<file path="config.mk">
export PLATFORM = sky130hd
export DESIGN_NAME = cpu_ctrl_frontend
export DESIGN_NICKNAME = d
export VERILOG_FILES = /design/src/rtl/cpu_fe_pkg.sv /design/src/rtl/fe_vector_fetch.sv /design/src/rtl/fe_int_cond.sv /design/src/rtl/fe_overflow_pipe.sv /design/src/rtl/cpu_ctrl_frontend.sv
export SDC_FILE = /design/constraint.sdc
export NUM_CORES = 1
export LEC_CHECK = 0
export CORE_MARGIN = 5
export CORE_UTILIZATION = 30
export DETAILED_ROUTE_END_ITERATION = 10
export PLACE_DENSITY_LB_ADDON = 0.08
export SETUP_SLACK_MARGIN = 0.2
export SLEW_MARGIN = 20
export SYNTH_ARGS = -nofsm -noshare
export SYNTH_HDL_FRONTEND = slang
export SYNTH_SLANG_ARGS = --single-unit
</file>
<file path="constraint.sdc">
create_clock -name clk -period 3.25 [get_ports clk]
set_input_delay 0.4875 -clock clk [delete_from_list [all_inputs] [get_ports clk]]
set_output_delay 0.4875 -clock clk [all_outputs]
set_load 0.01 [all_outputs]
</file>
<file path="src/rtl/cpu_fe_pkg.sv">
package cpu_fe_pkg;

    typedef enum logic [1:0] {
        VF_LO   = 2'd0,
        VF_HI   = 2'd1,
        VF_LOAD = 2'd2,
        VF_RUN  = 2'd3
    } vf_state_e;

    typedef struct packed {
        logic seen;   // level registered at the previous edge
        logic held;   // level recorded at the last granted edge
    } nmi_hist_t;

    function automatic logic any_low(input logic a_n, input logic b_n);
        return !(a_n && b_n);
    endfunction

    function automatic logic falling_seen(input nmi_hist_t h);
        return h.seen && !h.held;
    endfunction

endpackage

</file>
<file path="src/rtl/fe_vector_fetch.sv">
module fe_vector_fetch
    import cpu_fe_pkg::*;
#(
    parameter int                    DATA_W   = 8,
    parameter logic [2*DATA_W-1:0]   VEC_BASE = 16'hFFFC
) (
    input  logic                  clk,
    input  logic                  rst,
    input  logic [DATA_W-1:0]     mem_rdata,
    output logic                  mem_rd,
    output logic [2*DATA_W-1:0]   mem_addr,
    output logic                  pc_load,
    output logic [2*DATA_W-1:0]   pc_value,
    output logic                  running
);
    localparam int ADDR_W = 2 * DATA_W;
    localparam logic [ADDR_W-1:0] VEC_HI = ADDR_W'(VEC_BASE + 1);

    vf_state_e         state_q;
    logic [DATA_W-1:0] lo_q;
    logic [ADDR_W-1:0] pc_q;

    always_ff @(posedge clk) begin
        if (rst) begin
            state_q <= VF_LO;
            lo_q    <= '0;
            pc_q    <= '0;
        end else begin
            unique case (state_q)
                VF_LO: begin
                    lo_q    <= mem_rdata;
                    state_q <= VF_HI;
                end
                VF_HI: begin
                    pc_q    <= {mem_rdata, lo_q};
                    state_q <= VF_LOAD;
                end
                VF_LOAD: state_q <= VF_RUN;
                default: state_q <= VF_RUN;
            endcase
        end
    end

    assign mem_rd   = (state_q == VF_LO) || (state_q == VF_HI);
    assign mem_addr = (state_q == VF_HI) ? VEC_HI : VEC_BASE;
    assign pc_load  = (state_q == VF_LOAD);
    assign pc_value = pc_q;
    assign running  = (state_q == VF_RUN);
endmodule

</file>
<file path="src/rtl/fe_int_cond.sv">
module fe_int_cond
    import cpu_fe_pkg::*;
(
    input  logic clk,
    input  logic rst,
    input  logic irq_a_n,
    input  logic irq_b_n,
    input  logic nmi_n,
    input  logic nmi_ack,
    input  logic aec,
    output logic irq,
    output logic nmi_latch
);
    logic [1:0] irq_hist_q;
    nmi_hist_t  nmi_hist_q;
    logic       nmi_latch_q;
    logic       nmi_edge;

    assign nmi_edge = aec && falling_seen(nmi_hist_q);

    always_ff @(posedge clk) begin
        if (rst) begin
            irq_hist_q  <= '0;
            nmi_hist_q  <= '0;
            nmi_latch_q <= 1'b0;
        end else begin
            irq_hist_q      <= {any_low(irq_a_n, irq_b_n), irq_hist_q[1]};
            nmi_hist_q.seen <= !nmi_n;
            if (aec) begin
                nmi_hist_q.held <= nmi_hist_q.seen;
            end
            nmi_latch_q <= nmi_edge || (nmi_latch_q && !nmi_ack);
        end
    end

    assign irq       = irq_hist_q[0];
    assign nmi_latch = nmi_latch_q;
endmodule

</file>
<file path="src/rtl/fe_overflow_pipe.sv">
module fe_overflow_pipe #(
    parameter int SO_DEPTH = 2
) (
    input  logic clk,
    input  logic rst,
    input  logic so_req,
    output logic set_overflow
);
    logic [SO_DEPTH-1:0] sreg_q;

    generate
        if (SO_DEPTH == 1) begin : g_single
            always_ff @(posedge clk) begin
                if (rst) sreg_q <= '0;
                else     sreg_q <= so_req;
            end
        end else begin : g_chain
            always_ff @(posedge clk) begin
                if (rst) sreg_q <= '0;
                else     sreg_q <= {so_req, sreg_q[SO_DEPTH-1:1]};
            end
        end
    endgenerate

    assign set_overflow = sreg_q[0];
endmodule

</file>
<file path="src/rtl/cpu_ctrl_frontend.sv">
module cpu_ctrl_frontend
    import cpu_fe_pkg::*;
#(
    parameter int                  DATA_W   = 8,
    parameter int                  LAG_W    = 16,
    parameter int                  SO_DEPTH = 2,
    parameter logic [2*DATA_W-1:0] VEC_BASE = 16'hFFFC
) (
    input  logic                clk,
    input  logic                rst,
    input  logic                irq_a_n,
    input  logic                irq_b_n,
    input  logic                nmi_n,
    input  logic                nmi_ack,
    input  logic                aec,
    input  logic                rdy_pin,
    input  logic                so_req,
    input  logic [DATA_W-1:0]   mem_rdata,
    output logic                mem_rd,
    output logic [2*DATA_W-1:0] mem_addr,
    output logic                irq,
    output logic                nmi_latch,
    output logic                rdy,
    output logic                step_enable,
    output logic                set_overflow,
    output logic                pc_load,
    output logic [2*DATA_W-1:0] pc_value,
    output logic [LAG_W-1:0]    lag_count
);
    logic             running;
    logic [LAG_W-1:0] lag_q;

    fe_vector_fetch #(.DATA_W(DATA_W), .VEC_BASE(VEC_BASE)) u_vec (
        .clk(clk), .rst(rst), .mem_rdata(mem_rdata), .mem_rd(mem_rd),
        .mem_addr(mem_addr), .pc_load(pc_load), .pc_value(pc_value),
        .running(running)
    );

    fe_int_cond u_int (
        .clk(clk), .rst(rst), .irq_a_n(irq_a_n), .irq_b_n(irq_b_n),
        .nmi_n(nmi_n), .nmi_ack(nmi_ack), .aec(aec),
        .irq(irq), .nmi_latch(nmi_latch)
    );

    fe_overflow_pipe #(.SO_DEPTH(SO_DEPTH)) u_so (
        .clk(clk), .rst(rst), .so_req(so_req), .set_overflow(set_overflow)
    );

    always_ff @(posedge clk) begin
        if (rst)                  lag_q <= '0;
        else if (running && !aec) lag_q <= lag_q + 1'b1;
    end

    assign lag_count   = lag_q;
    assign step_enable = running && aec;
    assign rdy         = rdy_pin;
endmodule

</file>
## Yosys cells after proc, flatten, opt, wreduce, memory -nomap -nowiden

Cells that the tools add are included.

| word-level totals | value |
|---|---|
| register bits | 49 |
| bits in latches | 0 |
| memory bits (writable) | 0 |
| ROM bits | 0 |
| input bits | 17 |
| output and inout bits | 55 |
| logic and storage cells | 29 |
| memories | 0 |

| operators by class | value |
|---|---|
| add/sub/neg operators | 1 |
| multiply operators | 0 |
| divide/modulo/power cells | 0 |
| $lt $le $gt $ge | 0 |
| equal/unequal tests | 3 |
| shift-type cells | 0 |
| mux-type cells | 2 |
| bitwise operators | 0 |
| reduce and logical (&&, ||, !) cells | 14 |

Operator list:

| operator | count |
|---|---|
| $add A16 B1 Y16 const B | 1 |
| $logic_and A1 B1 Y1 | 6 |
| $logic_not A1 Y1 | 5 |
| $eq A2 B2 Y1 const B | 2 |
| $pmux W2 S2 | 1 |
| $eq A2 B1 Y1 const B | 1 |
| $logic_not A2 Y1 | 1 |
| $logic_or A1 B1 Y1 | 2 |
| $mux W1 | 1 |

## Logic depth before layout (Yosys ltp)

Gate-level depths: netlist of the first run.

| logic depth | value |
|---|---|
| word-level depth | 4 |
| mapped depth | 6 |
| mapped depth without buffers | 5 |

## By module

Synthesis of the first run repeated with hierarchy kept, for this count alone.

| unflattened totals | value |
|---|---|
| cells, all modules | 216 |
| area, all modules | 2155.8 um^2 |

By module, submodules not included:

| module | times used | cells each | area an instance (um^2) | sequential area each (um^2) |
|---|---|---|---|---|
| fe_vector_fetch | 1 | 114 | 1174.9 | 520.5 |
| cpu_ctrl_frontend | 1 | 85 | 780.7 | 320.3 |
| fe_int_cond | 1 | 13 | 147.6 | 100.1 |
| fe_overflow_pipe | 1 | 4 | 52.6 | 40.0 |

## Worst setup path after synthesis of the first run

Ideal clock, no wire load.

| timing path | value |
|---|---|
| path kind | reg-to-reg |
| from | register lag_q[7] (netlist: lag_count[7]) |
| to | register lag_q[15] (netlist: lag_count[15]) |
| library setup time | 0.070 ns |
| arrival time | 1.572 ns |
| data required time | 3.180 ns |
| path slack | 1.607 ns |
| cell stages (with the launch flop) | 5 |
| buffers on the path | 0 |
| clock period less this slack | 1.643 ns |
| path through | dfxtp_1 > nand4_2 > or4b_4 > or3_1 > a21oi_1 |

| between the ends | value |
|---|---|
| longest elaborated chain between the ends | 1 |

Ends and longest elaborated chain:

| element | RTL line | RTL |
|---|---|---|
| from (decl) | cpu_ctrl_frontend.sv:31 | `logic [LAG_W-1:0] lag_q;` |
| from (signal assigned) | cpu_ctrl_frontend.sv:51 | `else if (running && !aec) lag_q <= lag_q + 1'b1;` |
| $add A16 B1 Y16 | cpu_ctrl_frontend.sv:51 |  |

No other way between the ends.
A chain may end at the register's enable or synchronous reset.

## Worst setup path after layout of the first run

| timing path | value |
|---|---|
| from | register u_vec.state_q[0] |
| to | output mem_addr[0] |

| between the ends | value |
|---|---|
| longest elaborated chain between the ends | 2 |

Ends and longest elaborated chain:

| element | RTL line | RTL |
|---|---|---|
| from (decl) | fe_vector_fetch.sv:19 | `vf_state_e state_q;` |
| from (signal assigned) | fe_vector_fetch.sv:25 | `state_q <= VF_LO;` |
| from (signal assigned) | fe_vector_fetch.sv:32 | `state_q <= VF_HI;` |
| from (signal assigned) | fe_vector_fetch.sv:36 | `state_q <= VF_LOAD;` |
| $eq A2 B1 Y1 | fe_vector_fetch.sv:45 | `assign mem_addr = (state_q == VF_HI) ? VEC_HI : VEC_BASE;` |
| $mux W1 | fe_vector_fetch.sv:45 |  |
| to (decl) | cpu_ctrl_frontend.sv:20 | `output logic [2*DATA_W-1:0] mem_addr,` |

No other way between the ends.

==> metrics.txt, run 1 <==
Final Critical Period=2360 ps; Hold-fix buffers, CTS=0; final core occ=41.1%; die area=0.00833 mm^2; commonest non-fill, non-tap cells in the layout=clkdlybuf4s50_1, dfxtp_1, nand2_1, a21oi_1, nor2_1; Reg clk slew, reported paths=90 ps; Syn Inst Count=233; total CTS buffers=5; Routed WL=4730 um; total placed instance area=0.00251 mm^2; most common cell after layout, fill and taps aside=clkdlybuf4s50_1; htree depth=2; gr usage total=11.2%; largest cells by area after synthesis=dfxtp_1, nand2_1, a21oi_1; endpoints failing hold=0; Clock Skew=5.98 ps; Final Instance Area=0.00263 mm^2; Primary FF master, synth=dfxtp_1; yosys warns=0; Area Growth Syn to Fin=32.5%; Worst slew margin=38.2%; routed length per instance=13.2 um; Root Buffer=clkbuf_8; leakage=0.958 nW; worst vdd ir=0.219 mV; Critical Path RT=2760 ps; area of the mapped netlist=0.00198 mm^2; initial core utilization=31.0%; I/O pins=72; CP endpoint kind=output pin; Core Region=0.00639 mm^2; crit path kind=flip-flop to output pin; EDFF count, synth=0; critical path arrival=1880 ps; Max Clock Freq=423 MHz; largest net degree at the start of global routing=50; Die Ht=91.3 um; buffers added on ports=54; Worst-Margin Slew=927 ps; post-DP HPWL=3270 um; run status=finished, final reports clean; Sum Neg Setup Slack=0 ps; routed vias=1636; initial DRC count=82; HP Class=flip-flop to flip-flop; sequential fraction of the synthesis area=49.5%; routability congestion estimate=0.695; worst-path fanout max=18; nets=299; Mapped Avg Cell Area=8.51 um^2; Slew Limit Fails=0; DRC errors left=0; fill cell count=675; area occupied by registers=981 um^2; final setup fails=0; TritonCTS clock tree=yes; multi-input logic area=871 um^2; Max-cap violations=0; clk_lat worst skew=300 ps; Initial DRT Pass Iterations=4; vias in the first global route=1553; first-pass GRT wire length=7660 um; Placed Cells=351; row cnt=29; post-route insts no fill=359; area leader, netlist=dfxtp_1; Max clock buf depth=2; clk sink count=49; post-CTS sizing=0; Critical Path Start Type=flip-flop; number of synthesized register bits=49; RSZ-0062 raised after global routing=false; period utilization=72.8%; Antenna Cells=0; Die X=91.3 um; vias per cell=4.56; ANT nets after route=0; Netlist cell types=38; ys async rst share=0%; layout cell share with drive strength beyond 1=5.67%; total setup buffers inserted after CTS=0; initial antenna violation count=0; global route overflow=0; top-area cell type share of the netlist area=49.5%; P per Cell Area=464 mW/mm^2
==> where the power goes <==
part	total, mW	internal, mW	switching (mW)
registers	0.642	0.624	0.0177
logic	0.126	0.0594	0.0669
clock network	0.449	0.251	0.198
total	1.22	0.935	0.283
==> Yosys cell counts (2+ instances only) <==
cell type / number
xnor2_1: 4
nand4_2: 2
or3_1: 5
nand2_1: 43
nor3_1: 2
a21oi_1: 31
conb_1: 2
clkbuf_1: 10
nand3_1: 6
nor2b_1: 3
nand4_1: 3
nor2_1: 16
o21ai_0: 10
xor2_1: 5
mux2i_1: 2
dfxtp_1: 49
o21ai_1: 2
inv_1: 2
buf_2: 2
buf_4: 16
==> metrics by stage <==
step | setup slack, ps | hold WS [ps] | power [mW]
2_1_floorplan | 1610 | 414 | 0.729
3_3_place_gp | 966 | 415 | 0.784
3_5_place_dp | 945 | 434 | 0.784
4_1_cts | 867 | 447 | 1.24
5_1_grt | 722 | 462 | 1.27
6_report | 885 | 444 | 1.22
==> sequential cells by signal, indices dropped and copies added (netlist names) <==
signal	cells
u_vec.lo_q	8
u_so.sreg_q	2
u_int.irq_hist_q	2
u_vec.pc_value	16
u_vec.state_q	2
u_int.nmi_hist_q	2
u_int.nmi_latch	1
lag_count	16
==> path summary, 6_finish.rpt <==
check                    from             end  slack (ps)  cells past startpoint
max          u_vec.state_q[0]     mem_addr[0]         890                      4
min            u_so.sreg_q[1]  u_so.sreg_q[0]         440                      1
min reg2reg    u_so.sreg_q[1]  u_so.sreg_q[0]         440                      1
max reg2reg      lag_count[3]   lag_count[15]        1310                      4
==> routing by layer <==
metal / global-route usage (%) / routed length (um)
met1: 14.7 / 2340
met2: 16.9 / 2040
met3: 3.80 / 314
met4: 4.40 / 39
met5: 0 / 0
==> cell type report <==
cell class | count | share of cell area (%)
Clock buffer | 7 | 3.29
Clock inverter | 1 | 1.14
Inverter | 3 | 0.429
Multi-Input combinational cell | 166 | 33.2
Sequential cell | 49 | 37.4
Tap cell | 77 | 3.67
Timing Repair Buffer | 56 | 21.0
==> kinds of logic (layout without fill, tap and decap cells) <==
kind of cell               Yosys count  after routing  synth area share (%)
buffers and inverters               31             67                  9.03
xor gates and xnor gates             9              9                  3.98
muxes                                2              2                  1.01
DFF                                 49             49                  49.5
other                                2             15                 0.379
adders and majority gates            1              1                 0.631
AOI/OAI and AO/OA                   46             46                  12.2
and+or+nand+nor                     93             93                  23.3
==> critical path, cell delays in order, from the launching register on <==
cell             delay (ps)
dfxtp_1                 600
nand2_1                 130
clkinv_1                 60
buf_4                   210
clkdlybuf4s50_1         570
(Power assumes the default switching activity.)
==> run 2: changes to the inputs <==
Clock period 3.25 ns to 2.1 ns, I/O delays scaled along.
==> metrics.txt, run 2 (synthesized netlist as in run 1, its figures left out) <==
run status=finished, final reports clean (unchanged); Die Ht=91.3 um (unchanged); worst-path fanout max=10 (was 18); DRC errors left=0 (unchanged); Switch Pwr=0.456 mW (was 0.283 mW); first-pass GRT wire length=7680 um (was 7660 um); GR Layer Usage met3=4.05% (was 3.80%); TritonCTS clock tree=yes (unchanged); I/O pins=72 (unchanged); Reg power frac=51.8% (was 52.7%); ANT nets after route=0 (unchanged); Net Sw Frac=23.9% (was 23.2%); largest net degree at the start of global routing=27 (was 50); HP Class=input port to flip-flop (was flip-flop to flip-flop); met2 usage=16.5% (was 16.9%); Reg clk slew, reported paths=90 ps (about the same); Hold Path Cell Cnt=2 (was 1); worst hold start=rst (was u_so.sreg_q[1]); routed length per instance=13.3 um (was 13.2 um); Slowest-stage cell, CP=clkdlybuf4s50_1 (was dfxtp_1); initial core utilization=31.0% (unchanged); worst-path cell chain=and3_1 > clkdlybuf4s50_1 (was nand2_1 > clkinv_1 > buf_4 > clkdlybuf4s50_1); Clock Skew=9.11 ps (was 5.98 ps); routed vias=1655 (was 1636); layout cell share with drive strength beyond 1=9.31% (was 5.67%); grt met1 use=15.5% (was 14.7%); CP peak stage delay=540 ps (was 600 ps); WHS=446 ps (was 444 ps); Reg2Reg Setup Slack=350 ps (was 1310 ps); Routed WL=4870 um (was 4730 um); endpoints failing hold=0 (unchanged); commonest non-fill, non-tap cells in the layout=clkdlybuf4s50_1, dfxtp_1, nand2_1, a21oi_1, nor2_1 (unchanged); Max Clock Freq=557 MHz; R2R depth=4 (unchanged); reg2reg start=lag_count[6] (was lag_count[3]); hold endpoint=u_int.nmi_hist_q[1] (was u_so.sreg_q[0]); worst setup margin=304 ps (was 885 ps); Area Growth Syn to Fin=36.4% (was 32.5%); P_int=1.45 mW (was 0.935 mW); buffers added on ports=54 (unchanged); initial DRC count=61 (was 82); CP endpoint kind=output pin (unchanged); global route overflow=0 (unchanged); Place WS=123 ps (was 945 ps); initial antenna violation count=0 (unchanged); Worst-Margin Slew=574 ps (was 927 ps); P per Cell Area=706 mW/mm^2 (was 464 mW/mm^2); Worst slew margin=61.6% (was 38.2%); crit path kind=flip-flop to output pin (unchanged); Core Region=0.00639 mm^2 (unchanged); post-DP HPWL=3430 um (was 3270 um); period utilization=85.5%; Critical Path Start Type=flip-flop (unchanged); row cnt=29 (unchanged); die area=0.00833 mm^2 (unchanged); Max-cap violations=0 (unchanged); Sum Neg Setup Slack=0 ps (unchanged); Initial DRT Pass Iterations=4 (unchanged); Slew Limit Fails=0 (unchanged); Clock Power Share=37.2% (was 36.9%); total CTS buffers=5 (unchanged); Critical Path RT=1780 ps (was 2760 ps); layer with the highest usage=met2 (unchanged); critical path arrival=1480 ps (was 1880 ps); clk sink count=49 (unchanged); vias per cell=4.51 (was 4.56); Logic pwr share=11.0% (was 10.4%); worst vdd ir=0.331 mV (was 0.219 mV); htree depth=2 (unchanged); clk_lat worst skew=300 ps (about the same); gr usage total=11.4% (was 11.2%); Final Critical Period=1800 ps; RSZ-0062 raised after global routing=false (unchanged); vias in the first global route=1501 (was 1553); Die X=91.3 um (unchanged); most common cell after layout, fill and taps aside=clkdlybuf4s50_1 (unchanged); leakage=1.00 nW (was 0.958 nW); final setup fails=0 (unchanged); routability congestion estimate=0.711 (was 0.695); Max clock buf depth=2 (unchanged); Antenna Cells=0 (unchanged); nets=307 (was 299); Root Buffer=clkbuf_8 (unchanged); Critical R2R Capture=lag_count[15] (unchanged)
==> run 2: cell types whose count changed in the layout (fill, tap and decap cells not counted) <==
cell / previous run / this run
buf_12: 0 / 1
dfxtp_2: 0 / 2
dfxtp_1: 49 / 47
dlygate4sd2_1: 0 / 1
clkdlybuf4s50_1: 53 / 52
clkbuf_1: 1 / 0
clkinvlp_4: 0 / 1
buf_4: 2 / 9
==> run 2: per-layer routing <==
layer  vias to the layer above  wire length, um  part of all wire [%]
met1                       743             2370                    49
met2                        47             2100                    43
met3                         5              352                   7.2
met4                         0               50                   1.0
met5                         -                0                     0
li1                        860                -                     -
==> run 2: worst max-delay path: cells and delay by family, from the launching register on <==
family / cells / cell delay, ps
DFF: 1 / 440
and+or+nand+nor: 1 / 200
buffers and inverters: 1 / 540
==> run 2: power groups by stage <==
| stage | Clock [mW] | Combinational, mW | Sequential (mW) |
|---|---|---|---|
| floorplan | 0 | 0.117 | 1.01 |
| global placement | 0 | 0.212 | 1.01 |
| detailed placement | 0 | 0.213 | 1.01 |
| CTS | 0.730 | 0.213 | 0.990 |
| global route | 0.771 | 0.230 | 0.996 |
| finish | 0.710 | 0.210 | 0.990 |
==> run 2: cell type report <==
class,instances,area [um^2]
fillers,669,3680
flip-flops and latches,49,983
multi-input cells,166,871
repair buffers,64,622
well taps,77,96.3
clock buffers,6,82.6
clock inverters,2,37.5
inverters,3,11.3
==> run 2: worst max path at each step <==
stage                               end             start
final                       step_enable  u_vec.state_q[0]
after global routing      lag_count[15]      lag_count[6]
after CTS                   mem_addr[0]  u_vec.state_q[1]
after detailed placement  lag_count[11]               aec
after global placement      step_enable               aec
after floorplan           lag_count[15]      lag_count[7]
==> run 2: timing repair <==
action,CTS,global route
buffers inserted,0,0
gates resized for setup,2,1
pin swaps,0,0
hold buffers,0,0
endpoints found under the hold margin,0,0
endpoints found under the setup margin,2,2
==> run 2: metrics by stage <==
| stage | instances | util (%) | instance area (um^2) | total power [mW] |
|---|---|---|---|---|
| finish | 367 | 42.3 | 2700 | 1.91 |
| global route | 367 | 42.3 | 2700 | 2.00 |
| CTS | 367 | 42.3 | 2700 | 1.93 |
| detailed placement | 359 | 40.4 | 2580 | 1.22 |
| global placement | 359 | 40.4 | 2580 | 1.22 |
| floorplan | 246 | - | 2030 | 1.13 |
